[src/rtl/boot_pkg.sv]
package boot_pkg;
  localparam int BYTE_W = 8;
  localparam int BPW    = 3;
  localparam int WORD_W = BYTE_W * BPW;

  typedef enum logic [1:0] {
    ST_INIT,
    ST_READ,
    ST_HOLD,
    ST_RUN
  } boot_st_e;
endpackage

[src/rtl/boot_wait.sv]
module boot_wait #(
  parameter int WS_W = 3
) (
  input  logic            clk_i,
  input  logic            rst_ni,
  input  logic            load_i,
  input  logic [WS_W-1:0] ws_i,
  input  logic            active_i,
  output logic            last_o
);
  logic [WS_W-1:0] cnt_q;

  always_ff @(posedge clk_i or negedge rst_ni) begin
    if (!rst_ni)                        cnt_q <= '0;
    else if (load_i)                    cnt_q <= ws_i;
    else if (active_i && cnt_q != '0)   cnt_q <= cnt_q - 1'b1;
  end

  assign last_o = active_i && (cnt_q == '0);
endmodule

[src/rtl/boot_pack.sv]
module boot_pack
  import boot_pkg::*;
#(
  parameter int PM_DEPTH = 512,
  localparam int PM_AW   = $clog2(PM_DEPTH)
) (
  input  logic              clk_i,
  input  logic              rst_ni,
  input  logic              start_i,
  input  logic              cap_i,
  input  logic [BYTE_W-1:0] byte_i,
  output logic              pm_we_o,
  output logic [PM_AW-1:0]  pm_addr_o,
  output logic [WORD_W-1:0] pm_wdata_o,
  output logic              done_o
);
  localparam int HOLD_W = WORD_W - BYTE_W;
  localparam int SLOT_W = $clog2(BPW);

  logic [SLOT_W-1:0] slot_q;
  logic [HOLD_W-1:0] hold_q;
  logic [PM_AW-1:0]  word_q;
  logic              we_q, done_q;
  logic [PM_AW-1:0]  addr_q;
  logic [WORD_W-1:0] data_q;

  always_ff @(posedge clk_i or negedge rst_ni) begin
    if (!rst_ni) begin
      slot_q <= '0;
      hold_q <= '0;
      word_q <= '0;
      we_q   <= 1'b0;
      done_q <= 1'b0;
      addr_q <= '0;
      data_q <= '0;
    end else begin
      we_q   <= 1'b0;
      done_q <= 1'b0;
      if (start_i) begin
        slot_q <= '0;
        word_q <= '0;
      end else if (cap_i) begin
        if (slot_q == SLOT_W'(BPW - 1)) begin
          // last byte of the word: emit it
          data_q <= {hold_q, byte_i};
          addr_q <= word_q;
          we_q   <= 1'b1;
          done_q <= (word_q == PM_AW'(PM_DEPTH - 1));
          word_q <= word_q + 1'b1;
          slot_q <= '0;
        end else begin
          hold_q <= {hold_q[HOLD_W-BYTE_W-1:0], byte_i};
          slot_q <= slot_q + 1'b1;
        end
      end
    end
  end

  assign pm_we_o    = we_q;
  assign pm_addr_o  = addr_q;
  assign pm_wdata_o = data_q;
  assign done_o     = done_q;
endmodule

[src/rtl/boot_seq.sv]
module boot_seq
  import boot_pkg::*;
#(
  parameter int PAGE_W = 3,
  parameter int OFS_W  = 11,
  parameter int ADDR_W = 14,
  parameter int WS_W   = 3,
  parameter int WS_RST = 3,
  parameter int BYTES  = 1536
) (
  input  logic              clk_i,
  input  logic              rst_ni,
  input  logic              map_sel_i,
  input  logic              bus_req_i,
  input  logic              cfg_we_i,
  input  logic              cfg_force_i,
  input  logic [PAGE_W-1:0] cfg_page_i,
  input  logic [WS_W-1:0]   cfg_ws_i,
  input  logic              wait_last_i,
  output logic              wait_load_o,
  output logic [WS_W-1:0]   ws_o,
  output logic              cap_o,
  output logic              start_o,
  output logic              rd_o,
  output logic              boot_sel_o,
  output logic              bus_grant_o,
  output logic              run_o,
  output logic [ADDR_W-1:0] addr_o,
  output logic [PAGE_W-2:0] page_hi_o
);
  localparam int GAP_W = ADDR_W - OFS_W - 1;

  boot_st_e          state_q, state_d;
  logic [OFS_W-1:0]  ofs_q;
  logic [PAGE_W-1:0] page_q;
  logic [WS_W-1:0]   ws_q;
  logic              reading, cfg_take, last_byte;

  assign reading   = (state_q == ST_READ);
  assign cap_o     = reading && wait_last_i;
  assign last_byte = (ofs_q == OFS_W'(BYTES - 1));
  assign cfg_take  = (state_q == ST_RUN) && cfg_we_i;
  // a forcing write loads the counter with the value being written
  assign ws_o      = cfg_take ? cfg_ws_i : ws_q;

  always_comb begin
    state_d     = state_q;
    wait_load_o = 1'b0;
    start_o     = 1'b0;
    unique case (state_q)
      ST_INIT: begin
        if (map_sel_i) state_d = ST_RUN;
        else begin
          start_o = 1'b1;
          if (bus_req_i) state_d = ST_HOLD;
          else begin
            state_d     = ST_READ;
            wait_load_o = 1'b1;
          end
        end
      end
      ST_READ: begin
        if (cap_o) begin
          if (last_byte)      state_d = ST_RUN;
          else if (bus_req_i) state_d = ST_HOLD;
          else                wait_load_o = 1'b1;
        end
      end
      ST_HOLD: begin
        if (!bus_req_i) begin
          state_d     = ST_READ;
          wait_load_o = 1'b1;
        end
      end
      ST_RUN: begin
        if (cfg_take && cfg_force_i) begin
          state_d     = ST_READ;
          wait_load_o = 1'b1;
          start_o     = 1'b1;
        end
      end
      default: state_d = ST_INIT;
    endcase
  end

  always_ff @(posedge clk_i or negedge rst_ni) begin
    if (!rst_ni) begin
      state_q <= ST_INIT;
      ofs_q   <= '0;
      page_q  <= '0;
      ws_q    <= WS_W'(WS_RST);
    end else begin
      state_q <= state_d;
      if (start_o)    ofs_q <= '0;
      else if (cap_o) ofs_q <= ofs_q + 1'b1;
      if (cfg_take) begin
        page_q <= cfg_page_i;
        ws_q   <= cfg_ws_i;
      end
    end
  end

  assign rd_o        = reading;
  assign boot_sel_o  = reading;
  assign bus_grant_o = (state_q == ST_HOLD);
  assign run_o       = (state_q == ST_RUN);
  assign addr_o      = reading ? {page_q[0], {GAP_W{1'b0}}, ofs_q} : '0;
  assign page_hi_o   = reading ? page_q[PAGE_W-1:1] : '0;
endmodule

[src/rtl/boot_loader.sv]
module boot_loader
  import boot_pkg::*;
#(
  parameter int PM_DEPTH = 512,
  parameter int PAGE_W   = 3,
  parameter int OFS_W    = 11,
  parameter int ADDR_W   = 14,
  parameter int WS_W     = 3,
  parameter int WS_RST   = 3,
  localparam int PM_AW   = $clog2(PM_DEPTH),
  localparam int BYTES   = PM_DEPTH * BPW
) (
  input  logic              clk_i,
  input  logic              rst_ni,
  input  logic              map_sel_i,
  input  logic              bus_req_i,
  input  logic              cfg_we_i,
  input  logic              cfg_force_i,
  input  logic [PAGE_W-1:0] cfg_page_i,
  input  logic [WS_W-1:0]   cfg_ws_i,
  input  logic [BYTE_W-1:0] byte_i,
  output logic              boot_sel_o,
  output logic              rd_o,
  output logic [ADDR_W-1:0] addr_o,
  output logic [PAGE_W-2:0] page_hi_o,
  output logic              bus_grant_o,
  output logic              pm_we_o,
  output logic [PM_AW-1:0]  pm_addr_o,
  output logic [WORD_W-1:0] pm_wdata_o,
  output logic              done_o,
  output logic              run_o
);
  logic            wait_load, wait_last, cap, start;
  logic [WS_W-1:0] ws;

  boot_seq #(
    .PAGE_W(PAGE_W), .OFS_W(OFS_W), .ADDR_W(ADDR_W),
    .WS_W(WS_W), .WS_RST(WS_RST), .BYTES(BYTES)
  ) u_seq (
    .clk_i, .rst_ni, .map_sel_i, .bus_req_i,
    .cfg_we_i, .cfg_force_i, .cfg_page_i, .cfg_ws_i,
    .wait_last_i(wait_last),
    .wait_load_o(wait_load),
    .ws_o(ws),
    .cap_o(cap),
    .start_o(start),
    .rd_o, .boot_sel_o, .bus_grant_o, .run_o, .addr_o, .page_hi_o
  );

  boot_wait #(.WS_W(WS_W)) u_wait (
    .clk_i, .rst_ni,
    .load_i(wait_load),
    .ws_i(ws),
    .active_i(rd_o),
    .last_o(wait_last)
  );

  boot_pack #(.PM_DEPTH(PM_DEPTH)) u_pack (
    .clk_i, .rst_ni,
    .start_i(start),
    .cap_i(cap),
    .byte_i,
    .pm_we_o, .pm_addr_o, .pm_wdata_o, .done_o
  );
endmodule

[config.mk]
export PLATFORM = sky130hd
export DESIGN_NAME = boot_loader
export DESIGN_NICKNAME = d
export VERILOG_FILES = /design/src/rtl/boot_pkg.sv /design/src/rtl/boot_wait.sv /design/src/rtl/boot_pack.sv /design/src/rtl/boot_seq.sv /design/src/rtl/boot_loader.sv
export SDC_FILE = /design/constraint.sdc
export NUM_CORES = 1
export LEC_CHECK = 0
export ABC_AREA = 1
export BUFFER_PORTS_ARGS = -buffer_cell sky130_fd_sc_hd__buf_2
export CORE_MARGIN = 3
export CORE_UTILIZATION = 45
export CTS_CLUSTER_DIAMETER = 60
export DETAILED_ROUTE_END_ITERATION = 6
export PLACE_DENSITY_LB_ADDON = 0.1
export SLEW_MARGIN = 20
export SYNTH_ARGS = -nofsm -noshare
export SYNTH_HDL_FRONTEND = slang
export SYNTH_SLANG_ARGS = --single-unit
[constraint.sdc]
create_clock -name clk_i -period 1.81 [get_ports clk_i]
set_input_delay 0.181 -clock clk_i [delete_from_list [all_inputs] [get_ports clk_i]]
set_output_delay 0.181 -clock clk_i [all_outputs]
set_load 0.1 [all_outputs]
## Word-level counts from Yosys, hierarchy flattened

Cells that the tools add are included.

- Bits in registers: 84
- Latch bits: 0
- RAM bits: 0
- Memory bits (read-only): 0
- Input port bits: 20
- Output and inout port bits: 55
- Logic and storage cells: 78
- Memories: 0

- $add $sub $neg: 4
- Multipliers: 0
- Div/mod/pow operators: 0
- Order comparisons: 0
- Equality and inequality tests: 10
- Shifts and indexed selects: 0
- Multiplexer cells: 35
- Bitwise operators: 2
- Reduce and logical (&&, ||, !) cells: 15

Operator list:

| kind | number |
|---|---|
| $mux 9 | 3 |
| $mux 11 | 2 |
| $mux 2 | 11 |
| $mux 14 | 1 |
| $mux 1 | 12 |
| $add 11x1->11 const B | 1 |
| $eq 11x11->1 const B | 1 |
| $add 9x1->9 const B | 1 |
| $eq 9x9->1 const B | 1 |
| $mux 3 | 3 |
| $pmux 2 s4 | 1 |
| $eq 2x2->1 const B | 3 |
| $reduce_and 3->1 | 2 |
| $reduce_bool 2->1 | 3 |
| $logic_and 1x1->1 | 5 |
| $ne 2x2->1 const B | 2 |
| $pmux 1 s4 | 1 |
| $reduce_and 4->1 | 1 |
| $logic_not 3->1 | 1 |
| $ne 3x3->1 const B | 1 |
| $reduce_bool 3->1 | 1 |
| $sub 3x1->3 const B | 1 |
| $add 2x1->2 const B | 1 |
| $eq 2x1->1 const B | 1 |
| 5 further kinds | 6 |

## Depth between registers and ports, before layout

Gate-level depths: netlist of run 1.

- Word-level depth: 7
- Mapped depth: 13
- Depth with buffers taken out: 13

## Hierarchy

Synthesis of run 1 repeated with hierarchy kept, for this count alone.

- Cells, all modules: 470
- Area, all modules: 4012.6 µm²

By module, submodules not included:

| module | times used | cells an instance | area each (µm²) | seq. area each (µm²) |
|---|---|---|---|---|
| boot_pack | 1 | 269 | 2544.9 | 1551.5 |
| boot_seq | 1 | 171 | 1255.0 | 478.0 |
| boot_wait | 1 | 30 | 212.7 | 75.1 |

## Worst setup path after synthesis of run 1

Ideal clock, no wire load.

- Path kind: register to output
- Start point: register u_seq.state_q[1]
- End point: output addr_o[10]
- Data arrival time: 2455 ps
- Required time: 1629 ps
- Path slack: -826 ps
- Cell stages (with the launch flop): 7
- Buffers on the path: 2
- Cells stage by stage: dfrtp_1 -> inv_1 -> ha_1 -> buf_6 -> clkbuf_1 -> nand2_1 -> inv_1

- Cells in the longest elaborated chain, start to end: 2

RTL lines:

| what | line | source |
|---|---|---|
| start, declared | boot_seq.sv:33 | `boot_st_e state_q, state_d;` |
| start signal, assigned | boot_seq.sv:93 | `state_q <= state_d;` |
| $eq 2x1->1 | boot_seq.sv:39 | `assign reading = (state_q == ST_READ);` |
| net boot_sel_o | boot_loader.sv:22 | `output logic boot_sel_o,` |
| $mux 14 | boot_seq.sv:107 | `assign addr_o = reading ? {page_q[0], {GAP_W{1'b0}}, ofs_q} : '0;` |
| end, declared | boot_loader.sv:24 | `output logic [ADDR_W-1:0] addr_o,` |

The timed path passes the listed nets, and every way through them passes these cells.

## Worst setup path in the final report of run 1

- Start point: register u_seq.state_q[1]
- End point: output addr_o[8]

- Cells in the longest elaborated chain, start to end: 2

RTL lines:

| what | line |
|---|---|
| $eq 2x1->1 | boot_seq.sv:39 |
| $mux 14 | boot_seq.sv:107 |

No other way between the ends.

==> results of run 1 <==
## cell usage in the layout, fill, tap and decap left out, types with 3 or more instances in the layout
cell type   count
nand2_1       126
dfrtp_1        80
buf_2          55
inv_1          51
o21ai_0        34
o21ai_1        22
buf_12         21
buf_4          20
clkinvlp_4     16
nand3_1        14
nor2_1         13
nor3_1          9
a21oi_1         9
clkbuf_8        9
nand2_2         8
o21ai_2         7
xor2_1          6
inv_2           5
ha_1            5
or2_2           4
nor2_4          4
nand4_1         4
nand2_4         3
inv_6           3
nand3_2         3
## power by group
group | switching (mW) | total (mW) | internal (mW)
logic | 3.10 | 4.30 | 1.20
registers | 0.341 | 2.78 | 2.44
clock network | 0.700 | 1.21 | 0.508
total | 4.14 | 8.29 | 4.15
## timing repair
item	CTS	global route
setup endpoints to repair	14	45
hold buffers	1	0
gates resized for setup	4	9
hold endpoints to repair	48	0
setup buffers	2	4
pin swaps	1	1
## worst max-delay path: stages, from the launching register on
cell and delay (ps):
dfrtp_2 450, inv_2 90, ha_4 180, buf_12 140, nand2_1 90, clkinvlp_4 90
buf_12 160
## cells by family after synthesis
logic type,count (synthesis)
other cells,1
xor+xnor,6
fa+ha+maj,9
buf+inv,90
compound gates,78
simple gates,193
flops,84
## worst paths after layout
check                                    to  slack [ps]  cells past startpoint
setup / recovery                  addr_o[8]          70                      6
hold / removal              u_seq.page_q[2]          30                      3
setup reg to reg           u_pack.word_q[6]         110                     10
hold reg to reg            u_pack.slot_q[0]         460                      1
max in group asynchronous     u_seq.ws_q[1]        1010                      3
min in group asynchronous    u_seq.ofs_q[2]         240                      2
## metrics by stage
stage	cells	setup slack, ps	power, mW	setup TNS, ps	util
final	662	74.4	8.29	0	0.614
after global routing	662	-82.1	8.82	-192	0.614
after CTS	658	16.6	8.25	0	0.608
after detailed placement	640	-10.0	6.96	-13.2	0.583
after global placement	640	63.9	6.88	0	0.583
after floorplan	462	-231	6.07	-11260	-
## layout make-up
cell class              instances  area (um2)  area share
clock buffers                   9         124      0.0241
clock inverters                 6        48.8     0.00948
inverters                      73         337      0.0654
well taps                     105         131      0.0255
repair buffers                 97         856       0.166
flip-flops and latches         84        2110       0.409
multi-input cells             288        1550       0.300
## state kept, by name, indices dropped and copies added, names as in the netlist
signal             count
u_pack.pm_wdata_o     24
u_pack.hold_q         16
u_seq.ofs_q           11
u_pack.pm_addr_o       9
u_pack.word_q          9
u_seq.page_q           3
u_seq.ws_q             3
u_wait.cnt_q           3
u_pack.slot_q          2
u_seq.state_q          2
u_pack.done_o          1
u_pack.pm_we_o         1
## per-layer routing
layer,vias up,share of wire
met5,-,0
met4,0,0.010
met3,8,0.048
met2,72,0.46
met1,1440,0.48
li1,1622,-
==> flow_metrics.env, run 1 <==
export IMPL_status="complete, no violations"
export IMPL_antenna_found_initial=0
export IMPL_worstPathArrival_ps=1550
export IMPL_r2r_start="u_seq.state_q[0]"
export IMPL_core_rowCount=33
export IMPL_post_route_period_util=0.959
export IMPL_die_area_um2=9980
export IMPL_first_pass_iters=4
export IMPL_netlist_area_um2=3970
export IMPL_cts_buffers=9
export IMPL_portBuffers=72
export IMPL_wl_per_cell_um=11.9
export IMPL_max_freq_mhz=576
export IMPL_grt_use_met3=0.0361
export IMPL_core_um2=8380
export IMPL_clkLatencyLatePin_ps=350
export IMPL_grt_setup_unrepaired="true"
export IMPL_synthArstFlopShare=1.00
export IMPL_synth_top_family_by_area="simple AND/OR/NAND/NOR gates"
export IMPL_viasPerCell=4.75
export IMPL_synth_top_area_frac=0.517
export IMPL_synth_top_area_cell="dfrtp_1"
export IMPL_start_util=0.473
export IMPL_fin_skew_ps=7.53
export IMPL_crit_fanout=13
export IMPL_ir_drop_v=0.00141
export IMPL_fin_nets=582
export IMPL_cp_data_required_time_ps=1630
export IMPL_drive_gt1_frac=0.314
export IMPL_num_vias=3142
export IMPL_grt_total_usage=0.171
export IMPL_use_met2=0.268
export IMPL_min_delay_start="cfg_page_i[2]"
export IMPL_dieHeight_um=99.9
export IMPL_netlist_instances=461
export IMPL_netlist_top_cells_count="nand2_1, dfrtp_1, inv_1, o21ai_0, nand3_1"
export IMPL_cts_sinks=84
export IMPL_synth_compound_gate_area_share=0.110
export IMPL_critPathLaunch="u_seq.state_q[1]"
export IMPL_grt_max_degree=34
export IMPL_critPathLaunchType="register"
export IMPL_root_buffer="clkbuf_8"
export IMPL_setup_violations=0
export IMPL_yosys_area_share_xor_xnor=0.0132
export IMPL_cts_tree="yes"
export IMPL_io_pins=75
export IMPL_htreeDepth=3
export IMPL_dpl_hpwl_mm=5.83
export IMPL_clockBufferDepth=2
export IMPL_crit_type="register to output port"
export IMPL_grt_pass1_vias=3044
export IMPL_drv_slew=0
export IMPL_maxCapViolCount=0
export IMPL_yosys_area_share_simple=0.215
export IMPL_yosysMostFrequentCell="nand2_1"
export IMPL_min_path_type="input port to register"
export IMPL_use_met1=0.237
export IMPL_powerDensity_nw_per_um2=1610
export IMPL_drt_total_wl_mm=7.90
export IMPL_top_usage_layer="met2"
export IMPL_syn_area_per_cell_um2=8.60
export IMPL_die_w_um=99.9
export IMPL_areaGrowthSynthToFinish_pct=29.8
export IMPL_remaining_drc_errors=0
export IMPL_grt_pass1_wl_mm=13.9
export IMPL_p_leak_nw=2.58
export IMPL_ys_types=35
export IMPL_yosys_top_cells_area="dfrtp_1, nand2_1, o21ai_0"
export IMPL_ys_seq_area_frac=0.531
export IMPL_ys_flop_type="dfrtp_1"
export IMPL_yosys_warnings=0
export IMPL_min_period_ps=1740
export IMPL_n_fill_cell=759
export IMPL_cts_clk_slew_worst_paths_ps=90
export IMPL_drt_initial_drc_count=115
export IMPL_synth_mux_area_frac=0
export IMPL_cp_end_kind="output port"
export IMPL_ant_nets=0
export IMPL_diodes=0
export IMPL_ys_ff_latch=84
export IMPL_routabilityCongestion=0.837
export IMPL_hold_viol=0
export IMPL_hold_ws_ps=25.1
export IMPL_design_area_um2=5150
export IMPL_overflow=0
export IMPL_synth_edff_count=0
export IMPL_synthAdderAreaFrac=0.0284
export IMPL_dpl_cell_area_um2=4890
Note: power is estimated with default switching activity, not from simulation.
==> inputs of run 2 (changes only) <==
- SYNTH_HIERARCHICAL: unset -> 1
==> run 2 against run 1 <==
Net effect: the flow now finishes with violations (negative setup slack); final cell count up 3.2%; count of clock-buffer cells in the layout unchanged; hold slack improved by 39 ps; first-iteration DRC count shrank 24%; via count increased by 4.6%; utilization rose by 4.7 points; register-to-register slack got worse by 120 ps; largest power group unchanged.
==> flow_metrics.env, run 2 <==
export IMPL_synthArstFlopShare=1.00
export IMPL_critPathLaunchType="register"
export IMPL_combPwrFrac=0.414
export IMPL_crit_fanout=6
export IMPL_grt_use_met3=0.0347
export IMPL_post_route_period_util=1.01
export IMPL_maxCapViolCount=0
export IMPL_p_leak_nw=2.74
export IMPL_die_w_um=100
export IMPL_num_vias=3285
export IMPL_top_usage_layer="met2"
export IMPL_min_period_ps=1820
export IMPL_grt_pass1_vias=3200
export IMPL_netlist_top_cells_count="nand2_1, dfrtp_1, inv_1, nor2_1"
export IMPL_dpl_hpwl_mm=6.04
export IMPL_p_sw_mw=2.76
export IMPL_clkLatencyLatePin_ps=360
export IMPL_drt_initial_drc_count=87
export IMPL_viasPerCell=4.81
export IMPL_ys_flop_type="dfrtp_1"
export IMPL_cts_tree="yes"
export IMPL_core_um2=8420
export IMPL_pwr_share_clk=0.242
export IMPL_min_path_type="input port to register"
export IMPL_routabilityCongestion=0.835
export IMPL_violations="negative setup slack"
export IMPL_max_freq_mhz=549
export IMPL_setup_violations=3
export IMPL_syn_area_per_cell_um2=8.54
export IMPL_largest_reg_flops=24
export IMPL_ant_nets=0
export IMPL_drt_total_wl_mm=8.96
export IMPL_fin_skew_ps=12.9
export IMPL_use_met1=0.239
export IMPL_setup_tns_ps=-14.7
export IMPL_hold_viol=0
export IMPL_antenna_found_initial=0
export IMPL_fin_nets=602
export IMPL_grt_setup_unrepaired="true"
export IMPL_netlist_instances=470
export IMPL_first_pass_iters=4
export IMPL_mostFrequentLayoutCells="nand2_1, dfrtp_1, buf_2"
export IMPL_dieHeight_um=100
export IMPL_rr_worst_depth=12
export IMPL_cp_end_kind="register"
export IMPL_cts_buffers=9
export IMPL_diodes=0
export IMPL_ys_types=30
export IMPL_portBuffers=72
export IMPL_synth_top_area_frac=0.511
export IMPL_grt_total_usage=0.178
export IMPL_swShare=0.399
export IMPL_whs_path_depth=2
export IMPL_cts_sinks=84
export IMPL_core_rowCount=33
export IMPL_die_area_um2=10100
export IMPL_ir_drop_v=0.000849
export IMPL_overflow=0
export IMPL_ys_seq_area_frac=0.524
export IMPL_final_common_cell="nand2_1"
export IMPL_yosysMostFrequentCell="nand2_1"
export IMPL_synth_edff_count=0
export IMPL_powerDensity_nw_per_um2=1240
export IMPL_root_buffer="clkbuf_8"
export IMPL_io_pins=75
export IMPL_crit_type="register to register"
export IMPL_yosys_top_cells_area="dfrtp_1, nand2_1, inv_1"
export IMPL_grt_pass1_wl_mm=14.6
export IMPL_areaGrowthSynthToFinish_pct=38.8
export IMPL_setup_slack_ps=-10.8
export IMPL_drv_slew=0
export IMPL_dpl_cell_count=651
export IMPL_htreeDepth=3
export IMPL_yosys_warnings=6
export IMPL_worstPathArrival_ps=2060
export IMPL_cp_data_required_time_ps=2050
export IMPL_pwr_share_seq=0.344
export IMPL_netlist_area_um2=4010
export IMPL_wl_per_cell_um=13.1
export IMPL_drive_gt1_frac=0.424
export IMPL_fin_cells=683
export IMPL_use_met2=0.295
export IMPL_clockBufferDepth=2
export IMPL_start_util=0.476
export IMPL_status="complete, but fails checks"
export IMPL_cts_clk_slew_worst_paths_ps=90
export IMPL_ys_ff_latch=84
export IMPL_internal_power_mw=4.16
export IMPL_pre_cts_slack_ps=-43.8
export IMPL_synth_top_area_cell="dfrtp_1"
export IMPL_remaining_drc_errors=0
export IMPL_grt_max_degree=42
## run 2: cell types whose count changed after synthesis, moves of 6 or more
cell     previous run  this run
xor2_1              6         0
nor2_1             14        28
mux2_2              0         6
o21ai_0            53        24
nor3_1              9         1
nand2_2             6        15
o21ai_1             4        24
## run 2: layout make-up
class	count	area [um2]
Clock inverter	7	128
Clock buffer	9	124
Multi-Input combinational cell	299	1770
Timing Repair Buffer	106	967
Fill cell	699	2850
Tap cell	105	131
Sequential cell	84	2110
Inverter	73	337
## run 2: per-stage QoR
stage          hold slack, ps  utilization  power, mW  area [um2]
3_5_place_dp              128        0.584       4.83        4920
5_1_grt                  56.4        0.661       7.31        5570
6_report                 63.9        0.661       6.92        5570
4_1_cts                  48.2        0.627       6.67        5280
2_1_floorplan            -115            -       4.23        4180
3_3_place_gp              125        0.584       4.76        4920
## run 2: per-layer routing
metal / wire (um) / up-vias
met5: 0 / -
met4: 90 / 0
met3: 373 / 11
met2: 4410 / 64
met1: 4090 / 1535
li1: - / 1675
## run 2: final timing paths
| kind | slack, ps | endpoint | from |
|---|---|---|---|
| max | -10 | u_wait/cnt_q[1] | u_wait/cnt_q[0] |
| min | 60 | u_seq/page_q[1] | cfg_page_i[1] |
| max reg2reg | -10 | u_wait/cnt_q[1] | u_wait/cnt_q[0] |
| min reg2reg | 480 | u_pack/pm_wdata_o[21] | u_pack/pm_wdata_o[21] |
| max in group asynchronous | 900 | u_seq/ws_q[0] | rst_ni |
| min in group asynchronous | 270 | u_seq/ofs_q[10] | rst_ni |
## run 2: worst max-delay path, stage by stage, from the launching register on
cell	delay, ps
dfrtp_1	400
inv_1	90
ha_2	170
nand2_2	90
nor2_4	120
nand2_4	80
inv_6	90
nand3_2	80
a21oi_4	230
buf_4	160
o21ai_1	50
nand2_1	70
o21ai_1	80
## run 2: kinds of logic (layout without fill, tap and decap cells)
kind of cell / after synthesis / in the layout / share of synthesized area
multiplexers: 6 / 6 / 0.0168
XOR/XNOR: 2 / 2 / 0.00437
AO/OA/AOI/OAI: 71 / 71 / 0.102
buffers and inverters: 88 / 195 / 0.0967
other: 1 / 2 / 0.000935
AND/OR/NAND/NOR: 209 / 209 / 0.227
flip-flops: 84 / 84 / 0.524
adder cells (fa/ha/maj): 9 / 9 / 0.0281
## run 2: what timing repair did
item,in CTS,in global routing
pin swaps,4,4
endpoints found under the setup margin,56,76
gates resized for setup,13,60
buffers inserted,5,6
hold buffers,1,0
cloned,1,3
endpoints found under the hold margin,26,0
## run 2: power by group through the flow
stage / combinational (mW) / sequential [mW] / clock (mW)
after floorplan: 1.84 / 2.39 / 0
after global placement: 2.41 / 2.36 / 0
after detailed placement: 2.46 / 2.37 / 0
after CTS: 2.61 / 2.34 / 1.72
after global routing: 3.09 / 2.42 / 1.80
final: 2.86 / 2.38 / 1.68
==> inputs of run 3 (changes only) <==
- clock period: 1.81 -> 1.95 ns (I/O delays scaled with it)
==> run 3 against run 2 <==
Net effect: combinational power fell by 23%; the run now ends clean; count of clock-buffer cells in the layout unchanged; first-iteration DRC count rose by 44%; clock power is 23% lower; critical path depth fell by 6; highest routed layer unchanged.
==> flow_metrics.env, run 3 (same netlist as run 2, synthesis figures left out) <==
export IMPL_first_pass_iters=4
export IMPL_cts_sinks=84
export IMPL_io_pins=75
export IMPL_power_mw=5.66
export IMPL_post_route_period_util=0.949
export IMPL_crit_type="register to output port"
export IMPL_diodes=0
export IMPL_routabilityCongestion=0.866
export IMPL_final_common_cell="nand2_1"
export IMPL_root_buffer="clkbuf_8"
export IMPL_status="complete, no violations"
export IMPL_clockBufferDepth=2
export IMPL_grt_pass1_vias=3051
export IMPL_dpl_hpwl_mm=5.72
export IMPL_max_freq_mhz=540
export IMPL_min_path_type="input port to register"
export IMPL_clkLatencyLatePin_ps=350
export IMPL_ir_drop_v=0.000874
export IMPL_areaGrowthSynthToFinish_pct=27.4
export IMPL_htreeDepth=3
export IMPL_r2r_start="u_seq/state_q[1]"
export IMPL_use_met2=0.280
export IMPL_p_leak_nw=2.61
export IMPL_powerDensity_nw_per_um2=1110
export IMPL_min_period_ps=1850
export IMPL_grt_total_usage=0.172
export IMPL_cp_data_required_time_ps=1750
export IMPL_hold_viol=0
export IMPL_critPathLaunchType="register"
export IMPL_grt_pass1_wl_mm=14.0
export IMPL_grt_use_met3=0.0354
export IMPL_top_usage_layer="met2"
export IMPL_drv_slew=0
export IMPL_drt_total_wl_mm=8.75
export IMPL_fin_skew_ps=11.1
export IMPL_design_area_um2=5110
export IMPL_grt_setup_unrepaired="true"
export IMPL_drt_initial_drc_count=125
export IMPL_core_rowCount=33
export IMPL_worstPathArrival_ps=1660
export IMPL_antenna_found_initial=0
export IMPL_largest_reg_flops=24
export IMPL_dpl_cell_area_um2=4660
export IMPL_start_util=0.476
export IMPL_dieHeight_um=100
export IMPL_cts_buffers=9
export IMPL_cts_tree="yes"
export IMPL_viasPerCell=4.81
export IMPL_hold_ws_ps=81.5
export IMPL_die_w_um=100
export IMPL_ant_nets=0
export IMPL_die_area_um2=10100
export IMPL_num_vias=3212
export IMPL_drive_gt1_frac=0.329
export IMPL_rrSetupSlack_ps=100
export IMPL_wl_per_cell_um=13.1
export IMPL_mostFrequentLayoutCells="nand2_1, dfrtp_1, buf_2"
export IMPL_maxCapViolCount=0
export IMPL_setup_slack_ps=99.2
export IMPL_critPathLaunch="u_seq/state_q[1]"
export IMPL_core_um2=8420
export IMPL_crit_fanout=20
export IMPL_cts_clk_slew_worst_paths_ps=80
export IMPL_portBuffers=72
export IMPL_pre_cts_slack_ps=-1.58
export IMPL_fin_nets=587
export IMPL_use_met1=0.229
export IMPL_grt_max_degree=58
export IMPL_overflow=0
export IMPL_setup_violations=0
export IMPL_remaining_drc_errors=0
export IMPL_cp_end_kind="output port"
export IMPL_setup_tns_ps=0
export IMPL_min_delay_start="cfg_page_i[1]"
## run 3: per-stage QoR
| step | std cells | util |
|---|---|---|
| after global routing | 668 | 0.607 |
| final | 668 | 0.607 |
| after floorplan | 471 | - |
| after global placement | 641 | 0.553 |
| after CTS | 658 | 0.584 |
| after detailed placement | 641 | 0.553 |
## run 3: power breakdown
group / internal, mW / switching, mW
clock: 0.615 / 0.680
sequential: 2.01 / 0.156
combinational: 0.674 / 1.52
total: 3.30 / 2.36
## run 3: layout make-up
type                    instances  area, um2
repair buffers                 91        713
inverters                      73        325
clock buffers                   9        124
well taps                     105        131
fillers                       770       3310
clock inverters                 7       81.3
flip-flops and latches         84       2110
multi-input cells             299       1630
## run 3: repair_timing
item / CTS / global route
endpoints found under the hold margin: 29 / 0
resized for setup: 16 / 18
hold buffers: 1 / 0
cloned: 0 / 5
setup buffers: 0 / 5
pin swaps: 0 / 3
endpoints found under the setup margin: 14 / 75
## run 3: critical path: stages (launching register included)
cell and delay, ps:
dfrtp_2 440, inv_2 80, ha_4 150, buf_6 190
nand2_1 110, clkinvlp_4 70, buf_4 270
## run 3: final timing paths
check | cells after the start | to
setup / recovery | 6 | addr_o[10]
hold / removal | 2 | u_seq/page_q[1]
setup reg to reg | 12 | u_pack/pm_wdata_o[16]
hold reg to reg | 2 | u_pack/pm_wdata_o[20]
max in group asynchronous | 3 | u_pack/slot_q[0]
min in group asynchronous | 2 | u_seq/ofs_q[10]
## run 3: per-layer routing
metal,share of wire,vias to the layer above
met5,0,-
met4,0.0093,0
met3,0.040,8
met2,0.48,57
met1,0.47,1504
li1,-,1643
